**config.mk**
```make
export PLATFORM = sky130hd
export DESIGN_NAME = slot_irq_agg
export DESIGN_NICKNAME = d
export VERILOG_FILES = /design/src/rtl/slot_irq_pkg.sv /design/src/rtl/slot_counter.sv /design/src/rtl/slot_map_table.sv /design/src/rtl/req_encoder.sv /design/src/rtl/slot_irq_agg.sv
export SDC_FILE = /design/constraint.sdc
export NUM_CORES = 1
export LEC_CHECK = 0
export BUFFER_PORTS_ARGS = -buffer_cell sky130_fd_sc_hd__buf_2
export CORE_MARGIN = 3
export CORE_UTILIZATION = 60
export DETAILED_ROUTE_END_ITERATION = 16
export GPL_TIMING_DRIVEN = 0
export PLACE_DENSITY = 0.77
export SLEW_MARGIN = 5
export SYNTH_ARGS = -nofsm -noshare
export SYNTH_HDL_FRONTEND = slang
export SYNTH_SLANG_ARGS = --single-unit
```
**constraint.sdc**
```tcl
create_clock -name clk -period 5.2 [get_ports clk]
set_clock_uncertainty 0.2 [all_clocks]
set_input_delay 1.04 -clock clk [delete_from_list [all_inputs] [get_ports clk]]
set_output_delay 1.04 -clock clk [all_outputs]
set_load 0.005 [all_outputs]
```
**src/rtl/slot_irq_pkg.sv**
```systemverilog
package slot_irq_pkg;
   typedef enum logic {
      KIND_CLEAR = 1'b0,
      KIND_SET   = 1'b1
   } req_kind_e;

   function automatic int idx_width(input int n);
      return (n > 1) ? $clog2(n) : 1;
   endfunction
endpackage

```
**src/rtl/slot_counter.sv**
```systemverilog
module slot_counter #(
   parameter int CNT_W = 8
) (
   input  logic clk,
   input  logic rst_n,
   input  logic inc,
   input  logic dec,
   output logic rise_ev,
   output logic fall_ev,
   output logic under_ev
);
   logic [CNT_W-1:0] cnt_q;
   logic             at_zero;
   logic             at_one;
   logic             at_full;

   assign at_zero = (cnt_q == '0);
   assign at_one  = (cnt_q == CNT_W'(1));
   assign at_full = &cnt_q;

   always_ff @(posedge clk) begin
      if (!rst_n) begin
         cnt_q <= '0;
      end else if (inc && !at_full) begin
         cnt_q <= cnt_q + CNT_W'(1);
      end else if (dec && !at_zero) begin
         cnt_q <= cnt_q - CNT_W'(1);
      end
   end

   assign rise_ev  = inc & at_zero;
   assign fall_ev  = dec & at_one;
   assign under_ev = dec & at_zero;
endmodule

```
**src/rtl/slot_map_table.sv**
```systemverilog
module slot_map_table #(
   parameter int NUM_SLOTS = 8,
   parameter int CODE_W    = 6,
   parameter int SLOT_W    = 3
) (
   input  logic              clk,
   input  logic              rst_n,
   input  logic              wr_en,
   input  logic [SLOT_W-1:0] wr_slot,
   input  logic [CODE_W-1:0] wr_code,
   input  logic [SLOT_W-1:0] rd_slot,
   output logic [CODE_W-1:0] rd_code
);
   logic [CODE_W-1:0] entry_q [NUM_SLOTS];

   for (genvar i = 0; i < NUM_SLOTS; i++) begin : g_entry
      always_ff @(posedge clk) begin
         if (!rst_n) begin
            entry_q[i] <= '0;
         end else if (wr_en && (wr_slot == SLOT_W'(i))) begin
            entry_q[i] <= wr_code;
         end
      end
   end

   always_comb begin
      rd_code = '0;
      for (int i = 0; i < NUM_SLOTS; i++) begin
         if (rd_slot == SLOT_W'(i)) rd_code = entry_q[i];
      end
   end
endmodule

```
**src/rtl/req_encoder.sv**
```systemverilog
module req_encoder
   import slot_irq_pkg::*;
#(
   parameter int CODE_W  = 6,
   parameter bit OUT_REG = 1'b1
) (
   input  logic              clk,
   input  logic              rst_n,
   input  logic              any_rise,
   input  logic              any_fall,
   input  logic              any_under,
   input  logic [CODE_W-1:0] code_in,
   output logic              req_valid,
   output logic              req_set,
   output logic [CODE_W-1:0] req_code,
   output logic              underflow
);
   logic              nxt_valid;
   req_kind_e         nxt_kind;
   logic [CODE_W-1:0] nxt_code;

   always_comb begin
      nxt_valid = any_rise | any_fall;
      nxt_kind  = any_rise ? KIND_SET : KIND_CLEAR;
      nxt_code  = nxt_valid ? code_in : '0;
   end

   if (OUT_REG) begin : g_reg
      logic              valid_q;
      logic              set_q;
      logic [CODE_W-1:0] code_q;
      logic              under_q;

      always_ff @(posedge clk) begin
         if (!rst_n) begin
            valid_q <= 1'b0;
            set_q   <= 1'b0;
            code_q  <= '0;
            under_q <= 1'b0;
         end else begin
            valid_q <= nxt_valid;
            set_q   <= nxt_valid & (nxt_kind == KIND_SET);
            code_q  <= nxt_code;
            under_q <= any_under;
         end
      end

      assign req_valid = valid_q;
      assign req_set   = set_q;
      assign req_code  = code_q;
      assign underflow = under_q;
   end else begin : g_comb
      assign req_valid = nxt_valid;
      assign req_set   = nxt_valid & (nxt_kind == KIND_SET);
      assign req_code  = nxt_code;
      assign underflow = any_under;
   end
endmodule

```
**src/rtl/slot_irq_agg.sv**
```systemverilog
module slot_irq_agg
   import slot_irq_pkg::*;
#(
   parameter int NUM_SLOTS = 8,
   parameter int CNT_W     = 8,
   parameter int CODE_W    = 6,
   parameter bit OUT_REG   = 1'b1,
   localparam int SLOT_W   = idx_width(NUM_SLOTS)
) (
   input  logic              clk,
   input  logic              rst_n,
   input  logic              ev_valid,
   input  logic              ev_raise,
   input  logic [SLOT_W-1:0] ev_slot,
   input  logic              map_we,
   input  logic [SLOT_W-1:0] map_slot,
   input  logic [CODE_W-1:0] map_code,
   output logic              req_valid,
   output logic              req_set,
   output logic [CODE_W-1:0] req_code,
   output logic              underflow
);
   if (NUM_SLOTS < 1) begin : g_bad_slots
      $error("slot_irq_agg: NUM_SLOTS must be at least 1");
   end
   if (CNT_W < 1) begin : g_bad_cnt
      $error("slot_irq_agg: CNT_W must be at least 1");
   end
   if (CODE_W < 1) begin : g_bad_code
      $error("slot_irq_agg: CODE_W must be at least 1");
   end

   logic [NUM_SLOTS-1:0] rise_v;
   logic [NUM_SLOTS-1:0] fall_v;
   logic [NUM_SLOTS-1:0] under_v;
   logic [CODE_W-1:0]    slot_code;

   for (genvar i = 0; i < NUM_SLOTS; i++) begin : g_slot
      logic hit;
      assign hit = ev_valid && (ev_slot == SLOT_W'(i));

      slot_counter #(.CNT_W(CNT_W)) u_cnt (
         .clk      (clk),
         .rst_n    (rst_n),
         .inc      (hit & ev_raise),
         .dec      (hit & ~ev_raise),
         .rise_ev  (rise_v[i]),
         .fall_ev  (fall_v[i]),
         .under_ev (under_v[i])
      );
   end

   slot_map_table #(
      .NUM_SLOTS (NUM_SLOTS),
      .CODE_W    (CODE_W),
      .SLOT_W    (SLOT_W)
   ) u_map (
      .clk     (clk),
      .rst_n   (rst_n),
      .wr_en   (map_we),
      .wr_slot (map_slot),
      .wr_code (map_code),
      .rd_slot (ev_slot),
      .rd_code (slot_code)
   );

   req_encoder #(
      .CODE_W  (CODE_W),
      .OUT_REG (OUT_REG)
   ) u_enc (
      .clk       (clk),
      .rst_n     (rst_n),
      .any_rise  (|rise_v),
      .any_fall  (|fall_v),
      .any_under (|under_v),
      .code_in   (slot_code),
      .req_valid (req_valid),
      .req_set   (req_set),
      .req_code  (req_code),
      .underflow (underflow)
   );
endmodule

```
Word level (Yosys, flattened, before mapping)
Memories as Yosys holds them, arrays and structs flattened.
Cells that the tools add are included.
{ "classes": {"n_addsub": 16, "eq_ne": 22, "n_mux": 58, "n_bitwise": 51, "n_reduce_logical": 78} }
{ "ops": {"columns": ["cell", "count"], "rows": [
  ["2-to-1 mux 8 bit", 16],
  ["2-to-1 mux 6 bit", 16],
  ["adder 8 x 1 -> 8 bit, second input constant", 8],
  ["equality test 8 x 1 -> 1 bit, second input constant", 8],
  ["zero test 8 bit", 8],
  ["AND reduction 8 bit", 8],
  ["subtractor 8 x 1 -> 8 bit, second input constant", 8],
  ["AND 1 bit", 41],
  ["logical AND 1 bit", 32],
  ["2-to-1 mux 1 bit", 26],
  ["equality test 3 bit, second input constant", 8],
  ["OR reduction 8 bit", 3],
  ["zero test 1 bit", 16],
  ["nonzero test 2 bit", 8],
  ["equality test 3 x 2 -> 1 bit, second input constant", 4],
  ["OR 1 bit", 9],
  ["equality test 3 x 1 -> 1 bit, second input constant", 2],
  ["zero test 3 bit", 2],
  ["AND reduction 2 bit", 1],
  ["inverter 1 bit", 1]
]} }
{ "word_totals": {"ff_bits": 73, "ramBits": 48, "inputBits": 17, "output_inout_bits": 9, "elab_cells": 238, "n_memories": 1} }
{ "mem_list": {"columns": ["memory", "depth", "word_bits", "rd", "rd_ports_with_merged_regs", "write_ports", "line", "text"], "rows": [
  ["u_map.entry_q", 8, 6, 8, 0, 8, "slot_map_table.sv:14", "logic [CODE_W-1:0] entry_q [NUM_SLOTS];"]
]} }

Longest topological paths before layout
Gate-level depths: netlist (run 1).
{ "logic_depth": {"word_depth": 9, "depth_mapped": 8} }

Modules after synthesis
A second synthesis (run 1) with hierarchy kept.
{ "hier_totals": {"cells_unflattened": 874, "area_unflattened_um2": 8434.3} }
{ "by_module_without_submodules": {"columns": ["module", "instances", "cells_each", "area_each_um2", "seq_area_each_um2"], "rows": [
  ["slot_counter", 8, 81, 701.9, 160.2],
  ["slot_map_table", 1, 169, 2333.5, 1441.4],
  ["req_encoder", 1, 20, 271.5, 180.2],
  ["slot_irq_agg", 1, 37, 214.0, 0.0]
]} }

Worst setup path before layout (run 1)
Ideal clock, no wire load.
{ "synth_timing": {"path_kind": "input -> register", "startpoint": "input ev_slot[2]", "endpoint": "register g_slot[2].u_cnt.cnt_q[6]", "arrival_time_ps": 2670, "slack_ps": 2211, "stages": 6, "path_buffers": 1, "path_cell_list": "buf_2 or3b_2 a211oi_4 nand2_1 o32a_1 o221a_2"} }
{ "synth_between": {"elab_chain_cells": 5, "word_cells_on_any_way": 8} }
{ "synth_rtl": {"columns": ["item", "line", "text"], "rows": [
  ["start: declaration", "slot_irq_agg.sv:14", "input logic [SLOT_W-1:0] ev_slot,"],
  ["equality test 3 x 2 -> 1 bit *", "slot_irq_agg.sv:40", "assign hit = ev_valid && (ev_slot == SLOT_W'(i));"],
  ["logical AND 1 bit *", "slot_irq_agg.sv:40", null],
  ["AND 1 bit (on tied branches)", "slot_irq_agg.sv:45, slot_irq_agg.sv:46", null],
  ["logical AND 1 bit (on tied branches)", "slot_counter.sv:24, slot_counter.sv:26", null],
  ["2-to-1 mux 8 bit / nonzero test 2 bit (equally long branches)", null, null],
  ["end signal: assignment", "slot_counter.sv:25", "cnt_q <= cnt_q + CNT_W'(1);"],
  ["end signal: assignment", "slot_counter.sv:27", "cnt_q <= cnt_q - CNT_W'(1);"],
  ["end: declaration", "slot_counter.sv:12", "logic [CNT_W-1:0] cnt_q;"]
]} }
Every way passes the cells marked *; elsewhere a longest branch is shown, timed or not.
A chain may end at the register's enable or synchronous reset.

Final worst setup path (run 1)
{ "layout_timing": {"startpoint": "input ev_slot[0]", "endpoint": "register u_enc.g_reg.code_q[0] (netlist: u_enc.req_code[0])"} }
{ "layout_between": {"elab_chain_cells": 9, "word_cells_on_any_way": 60} }
{ "layout_rtl": {"columns": ["item", "line", "text"], "rows": [
  ["zero test 3 bit", "slot_map_table.sv:29, slot_irq_agg.sv:40", null],
  ["2-to-1 mux 6 bit (8 in a row)", "slot_map_table.sv:29", "if (rd_slot == SLOT_W'(i)) rd_code = entry_q[i];"],
  ["end signal: assignment", "req_encoder.sv:43", "code_q <= nxt_code;"],
  ["end: declaration", "req_encoder.sv:31", "logic [CODE_W-1:0] code_q;"]
]} }
Parallel ways exist; a longest one is shown, timed or not.

==> results.yml, run 1 <==
status:
  outcome: "completed"
clocking:
  hold_buffers: 0
  cts_made_buffers: 17
  cts_tree: "built"
  clock_path_buffers: 2
  cts_setup_buffers: 0
  clock_latency_ns: 0.43
  path_clk_slew_ns: 0.05
  cts_max_level: 4
  cts_resized: 0
  root_buffer: "clkbuf_16"
  cts_sinks: 121
global_route:
  antenna_found_initial: 0
  grt_pass1_wl_mm: 31.5
  grt_max_degree: 17
  grt_pass1_vias: 6321
  grtUsageTotal: 0.282
  grt-ovfl-total: 0
power_and_ir_drop:
  power_mw: 2.37
  pwr_density_cell_nw_per_um2: 280
  total_leakage_power_nw: 3.27
  max-vdd-ir-drop_mv: 0.254
setup_path:
  arrival_ns: 3.26
  worstPathRequired_ns: 5.26
  r2r_start: "g_slot[0].u_cnt.cnt_q[0]$_SDFFE_PN0P_"
  path_class: "input pin to register"
  endpoint_kind: "register"
  critPathLaunchType: "input pin"
  critPathLaunch: "ev_slot[0]"
  worst-path-max-fanout: 10
synth:
  synth_top_cell_area_share: 0.193
  synth-adder-area-share: 0.0530
  synth.area.mux_share: 0.0623
  ys_ff_latch: 121
  async_reset_ff_frac: 0
  synth_compound_area_frac: 0.140
  ys.flop_type: "dfxtp_1"
  synth_top_area_cell: "dfxtp_1"
  synth_simple_gate_area_frac: 0.301
  synth_area_per_cell_sq_um: 9.03
  yosys-top-cells-area: "dfxtp_1 19%, edfxtp_1 19%, ha_1 5.3%, and2_1 4.8%, mux2i_1 3.8%"
  syn_area_sq_um: 7550
  synth_most_common_cell: "dfxtp_1"
  synth_xor_area_frac: 0.0162
  synthDistinctLibCells: 73
  syn_inst: 837
  syn_nets: 886
  synth_top_family_by_area: "simple AND/OR/NAND/NOR gates"
  synthTopCellsByCount: "73 x dfxtp_1, 60 x nor2_1, 58 x and2_1"
  seq_area_frac_synth: 0.384
  synth_edf_count: 48
  yosys_warnings: 0
sta:
  slew_viol_final: 0
  rsz0062_at_grt: "no"
  tns_ns: 0
  relSlewSlack: 0.278
  hold_violations: 0
  min_period_over_period: 0.616
  hold_ws_ns: 0.318
  setup_ws_ns: 2.00
  tightest_slew_ns: 1.07
  finalCriticalPeriod_ns: 3.20
  setup_viol_count_final: 0
  timing.fmax_mhz: 312
placed_design:
  post-dp-hpwl_mm: 14.0
  dp.cells: 1028
  dpl_cell_area_sq_um: 7880
  place_ws_ns: 1.59
  place_congestion: 0.957
  port_buffers: 23
detailed_routing:
  drt_iter0_markers: 708
  vias_per_cell: 6.40
  first_pass_iters: 6
  ant_nets: 0
  vias: 6779
  avgRoutedWirePerCell_um: 18.4
  routed_wl_mm: 19.5
  drc: 0
finish:
  multi_input_comb_area_sq_um: 4330
  insertedDiodeCount: 0
  final_cells: 1059
  final_layout_size_suffix_gt1_frac: 0.117
  final_area_sq_um: 8460
  nFillCells: 961
  synthToLayoutAreaGrowth_pct: 12.0
  finish.utilization: 0.695
  nets: 928
  ff_latch_area_sq_um: 2900
floorplan:
  die_area_sq_um: 14000
  chipHeight_um: 118
  core-area_sq_um: 12200
  rows: 40
  start_util: 0.621
  dieWidth_um: 118
  ios: 26
hold_path:
  hold_path.class: "register to register"
  hold_start: "g_slot[0].u_cnt.cnt_q[4]$_SDFFE_PN0P_"
flow_run:
  cap_violations: 0
## logic make-up (layout without fill, tap and decap cells)
kind of cell / count (synthesis) / count (layout)
and+or+nand+nor: 399 / 399
AOI/OAI and AO/OA: 154 / 154
muxes: 38 / 38
adders and majority gates: 32 / 32
DFF: 121 / 121
xor gates and xnor gates: 14 / 14
buffers and inverters: 79 / 133
## cell type report
type | instances | share of cell area
flip-flops and latches | 121 | 0.343
multi-input cells | 637 | 0.512
well taps | 168 | 0.0249
clock buffers | 17 | 0.0503
inverters | 33 | 0.0146
clock inverters | 14 | 0.0180
repair buffers | 23 | 0.0136
plain buffers | 46 | 0.0237
## layout by cell type, fill, tap and decap left out, types with 7 or more instances in the layout
cell       synthesis  final
o22ai_1           13     13
clkbuf_1          25     25
nor4_1            19     19
inv_1             32     32
o21ai_0           31     31
nand2_1           55     55
mux2i_1           29     29
and2_1            58     58
and3_1            18     18
or4_1             11     11
mux4_2             7      7
nor2_1            60     60
nor3_1            41     41
a31oi_1           11     11
nand3_1           18     18
xnor2_1           13     13
edfxtp_1          48     48
a21oi_1           28     28
a211oi_1           8      8
nand4_1           30     30
buf_2             15     38
o31ai_1            8      8
clkbuf_16          0     17
nor3b_1           16     16
dfxtp_1           73     73
nand2b_1          30     30
o21a_1             8      8
ha_1              32     32
## where the power goes
part           switching [mW]  leakage (nW)  internal (mW)  total, mW
Combinational           0.111          1.95         0.0596      0.171
Sequential             0.0145          1.05           1.02       1.03
Clock                   0.461         0.266          0.703       1.16
## routing by layer
metal / vias to the layer above / global-route usage / wire length [um]
li1: 3210 / - / -
met4: 0 / 0.116 / 518
met1: 3209 / 0.371 / 8360
met5: - / 0 / 0
met2: 296 / 0.445 / 9020
met3: 64 / 0.0708 / 1620
## critical path: stages
cell and delay, ns:
buf_2 0.12, buf_2 0.21, and3b_1 0.21, buf_2 0.18
nand2_1 0.28, o2111ai_1 0.15, nor4_1 0.92, nor3_1 0.14
## flip-flops by register name, summed over array words and instances (netlist names)
register / cells
u_enc.req_set: 1
u_enc.req_valid: 1
g_slot.u_cnt.cnt_q: 64
u_enc.underflow: 1
u_map.entry_q: 48
u_enc.req_code: 6
## worst paths after layout
| kind | end | slack [ns] | cells past startpoint |
|---|---|---|---|
| max | u_enc.req_code[0]$_SDFF_PN0_ | 2.00 | 8 |
| min | g_slot[0].u_cnt.cnt_q[4]$_SDFFE_PN0P_ | 0.32 | 2 |
| max reg2reg | u_enc.req_code[0]$_SDFF_PN0_ | 2.45 | 7 |
| min reg2reg | g_slot[0].u_cnt.cnt_q[4]$_SDFFE_PN0P_ | 0.32 | 2 |
Note: power is estimated with default switching activity, not from simulation.
==> inputs of run 2 (changes only) <==
ABC_AREA = 1   (was not set)
CORE_UTILIZATION = 57   (was 60)
clock period = 2.85 ns   (was 5.2 ns; I/O delays follow)
==> run 2 against run 1 <==
- clock-buffer cell count is 1 higher
- first-iteration DRC count is 23% lower
- worst hold slack worse by 0.037 ns
- cell area is 2.4% lower
- clock power is 78% higher
- sequential share of layout area is 0.83 points higher
- synthesized cell count is 28% higher
- worst setup slack worse by 1.3 ns
- critical endpoint is now g_slot[1].u_cnt.cnt_q[1]$_SDFFE_PN0P_
- largest power group unchanged
==> results.yml, run 2 <==
clocking:
  clock_path_buffers: 2
  cts_resized: 0
  root_buffer: "clkbuf_16"
  cts_tree: "built"
  path_clk_slew_ns: 0.06
  cts_setup_buffers: 0
  cts_made_buffers: 17
  clock_latency_ns: 0.43
  cts_sinks: 121
  cts_max_level: 4
  hold_buffers: 0
floorplan:
  start_util: 0.599
  chipHeight_um: 120
  die_area_sq_um: 14300
  dieWidth_um: 120
  core-area_sq_um: 12300
  rows: 40
  ios: 26
hold_path:
  hold_end: "g_slot[4].u_cnt.cnt_q[5]$_SDFFE_PN0P_"
  hold_path.class: "register to register"
  min_path_cells: 1
  hold_start: "g_slot[4].u_cnt.cnt_q[5]$_SDFFE_PN0P_"
finish:
  synthToLayoutAreaGrowth_pct: 12.0
  nFillCells: 1128
  multi_input_comb_area_sq_um: 3780
  largest_reg_flops: 64
  mostFrequentLayoutCell: "nand2_1"
  regMostFlops: "g_slot.u_cnt.cnt_q"
  final_cells: 1295
  insertedDiodeCount: 0
  nets: 1163
  final_layout_size_suffix_gt1_frac: 0.0896
  layout_common_cells: "236 x nand2_1, 191 x nor2_1, 147 x inv_1"
  ff_latch_area_sq_um: 2900
sta:
  min_period_over_period: 0.755
  finalCriticalPeriod_ns: 2.15
  setup_viol_count_final: 0
  tns_ns: 0
  slew_viol_final: 0
  rsz0062_at_grt: "no"
  timing.fmax_mhz: 465
  tightest_slew_ns: 0.989
  hold_violations: 0
  relSlewSlack: 0.334
synth:
  synth_top_area_cell: "dfxtp_1"
  syn_area_sq_um: 7380
  async_reset_ff_frac: 0
  ys.flop_type: "dfxtp_1"
  synth_top_cell_area_share: 0.198
  syn_inst: 1074
  synth_area_per_cell_sq_um: 6.87
  synthTopCellsByCount: "236 x nand2_1, 191 x nor2_1, 147 x inv_1"
  yosys_warnings: 0
  synth_most_common_cell: "nand2_1"
  syn_nets: 1123
  yosys-top-cells-area: "dfxtp_1 20%, edfxtp_1 20%, nand2_1 12%, nor2_1 9.7%, inv_1 7.5%"
  seq_area_frac_synth: 0.393
  ys_ff_latch: 121
  synthDistinctLibCells: 31
  synth_edf_count: 48
detailed_routing:
  routed_wl_mm: 17.0
  vias_per_cell: 5.23
  first_pass_iters: 5
  ant_nets: 0
  drt_iter0_markers: 547
  avgRoutedWirePerCell_um: 13.1
  drc: 0
  vias: 6774
placed_design:
  dp.cells: 1263
  post-dp-hpwl_mm: 12.4
  place_congestion: 0.927
  port_buffers: 21
global_route:
  grtUsageTotal: 0.247
  grt_pass1_wl_mm: 28.6
  grt_pass1_vias: 6149
  antenna_found_initial: 0
  grt-ovfl-total: 0
  grt_max_degree: 17
setup_path:
  rrSetupSlack_ns: 0.70
  max_stage_delay_ns: 0.44
  reg2reg_depth: 11
  crit_top_cell: "nand2_1"
  worst-path-max-fanout: 8
  arrival_ns: 2.33
  worstPathRequired_ns: 3.02
  path_delay_family: "simple AND/OR/NAND/NOR gates"
  crit_buf_inv: 2
  critPathLaunchType: "register"
  path_class: "register to register"
  endpoint_kind: "register"
  cp_slowest_cell: "dfxtp_1"
  r2r-end: "g_slot[1].u_cnt.cnt_q[1]$_SDFFE_PN0P_"
  crit_chain: "ha_1, nand2_1, nor3_1, nand3_1, nand2_2, o21ai_2, inv_1, nand2_1, nand3_1, nand2_1, inv_1"
  r2r_start: "g_slot[1].u_cnt.cnt_q[0]$_SDFFE_PN0P_"
power_and_ir_drop:
  max-vdd-ir-drop_mv: 0.413
  pwr_density_cell_nw_per_um2: 525
  total_leakage_power_nw: 3.79
flow_run:
  cap_violations: 0
status:
  outcome: "completed"
run 2: worst max path at each step:
stage                                     startpoint                               endpoint  slack (ns)  cells past startpoint
6_report       g_slot[1].u_cnt.cnt_q[0]$_SDFFE_PN0P_  g_slot[1].u_cnt.cnt_q[1]$_SDFFE_PN0P_        0.70                     11
5_1_grt        g_slot[7].u_cnt.cnt_q[0]$_SDFFE_PN0P_  g_slot[7].u_cnt.cnt_q[1]$_SDFFE_PN0P_        0.52                     11
4_1_cts        g_slot[1].u_cnt.cnt_q[0]$_SDFFE_PN0P_  g_slot[1].u_cnt.cnt_q[1]$_SDFFE_PN0P_        0.71                     11
3_5_place_dp                                   rst_n     u_map.entry_q[1][22]$_SDFFCE_PN0P_        0.38                      3
3_3_place_gp                                   rst_n     u_map.entry_q[1][22]$_SDFFCE_PN0P_        0.41                      3
2_1_floorplan                             ev_slot[2]  g_slot[7].u_cnt.cnt_q[1]$_SDFFE_PN0P_        0.82                     12
run 2: report_power, final:
group | switching (mW) | internal (mW)
combinational | 0.255 | 0.110
sequential | 0.0316 | 1.87
clock | 0.853 | 1.22
run 2: cell type report:
type,count,share of cell area
buffer,17,0.00879
clock buffer,18,0.0520
clock inverter,14,0.0167
inverter,166,0.0754
multi-input combinational,770,0.458
sequential,121,0.351
tap,168,0.0255
timing repair buffer,21,0.0127
run 2: kinds of logic (layout without fill, tap and decap cells):
kind of cell	count (synthesis)	after routing	share of synthesized area
flip-flops	121	121	0.393
buffers and inverters	183	236	0.0943
adder cells (fa/ha/maj)	32	32	0.0543
AND/OR/NAND/NOR	593	593	0.342
XOR/XNOR	22	22	0.0261
AO/OA/AOI/OAI	123	123	0.0899
run 2: metrics by stage:
| step | cell area (sq um) | hold WS, ns | power, mW | utilization | setup WS (ns) |
|---|---|---|---|---|---|
| global route | 8260 | 0.299 | 4.50 | 0.671 | 0.515 |
| finish | 8260 | 0.281 | 4.33 | 0.671 | 0.698 |
| detailed placement | 7690 | 0.268 | 2.29 | 0.625 | 0.385 |
| floorplan | 7380 | 0.243 | 2.18 | - | 0.816 |
| global placement | 7690 | 0.263 | 2.29 | 0.625 | 0.410 |
| CTS | 8260 | 0.282 | 4.35 | 0.671 | 0.709 |
run 2: worst reg2reg max path, cell delays in order (launching register included):
cell and delay (ns):
dfxtp_1 0.44, ha_1 0.24, nand2_1 0.08, nor3_1 0.27
nand3_1 0.13, nand2_2 0.18, o21ai_2 0.16, inv_1 0.17
nand2_1 0.07, nand3_1 0.07, nand2_1 0.05, inv_1 0.06
run 2: per-layer routing:
layer	part of all wire	up-vias	GRT usage
met4	0.014	0	0.0780
met5	0	-	0
met2	0.46	196	0.398
met1	0.46	3039	0.330
li1	-	3519	-
met3	0.062	20	0.0584
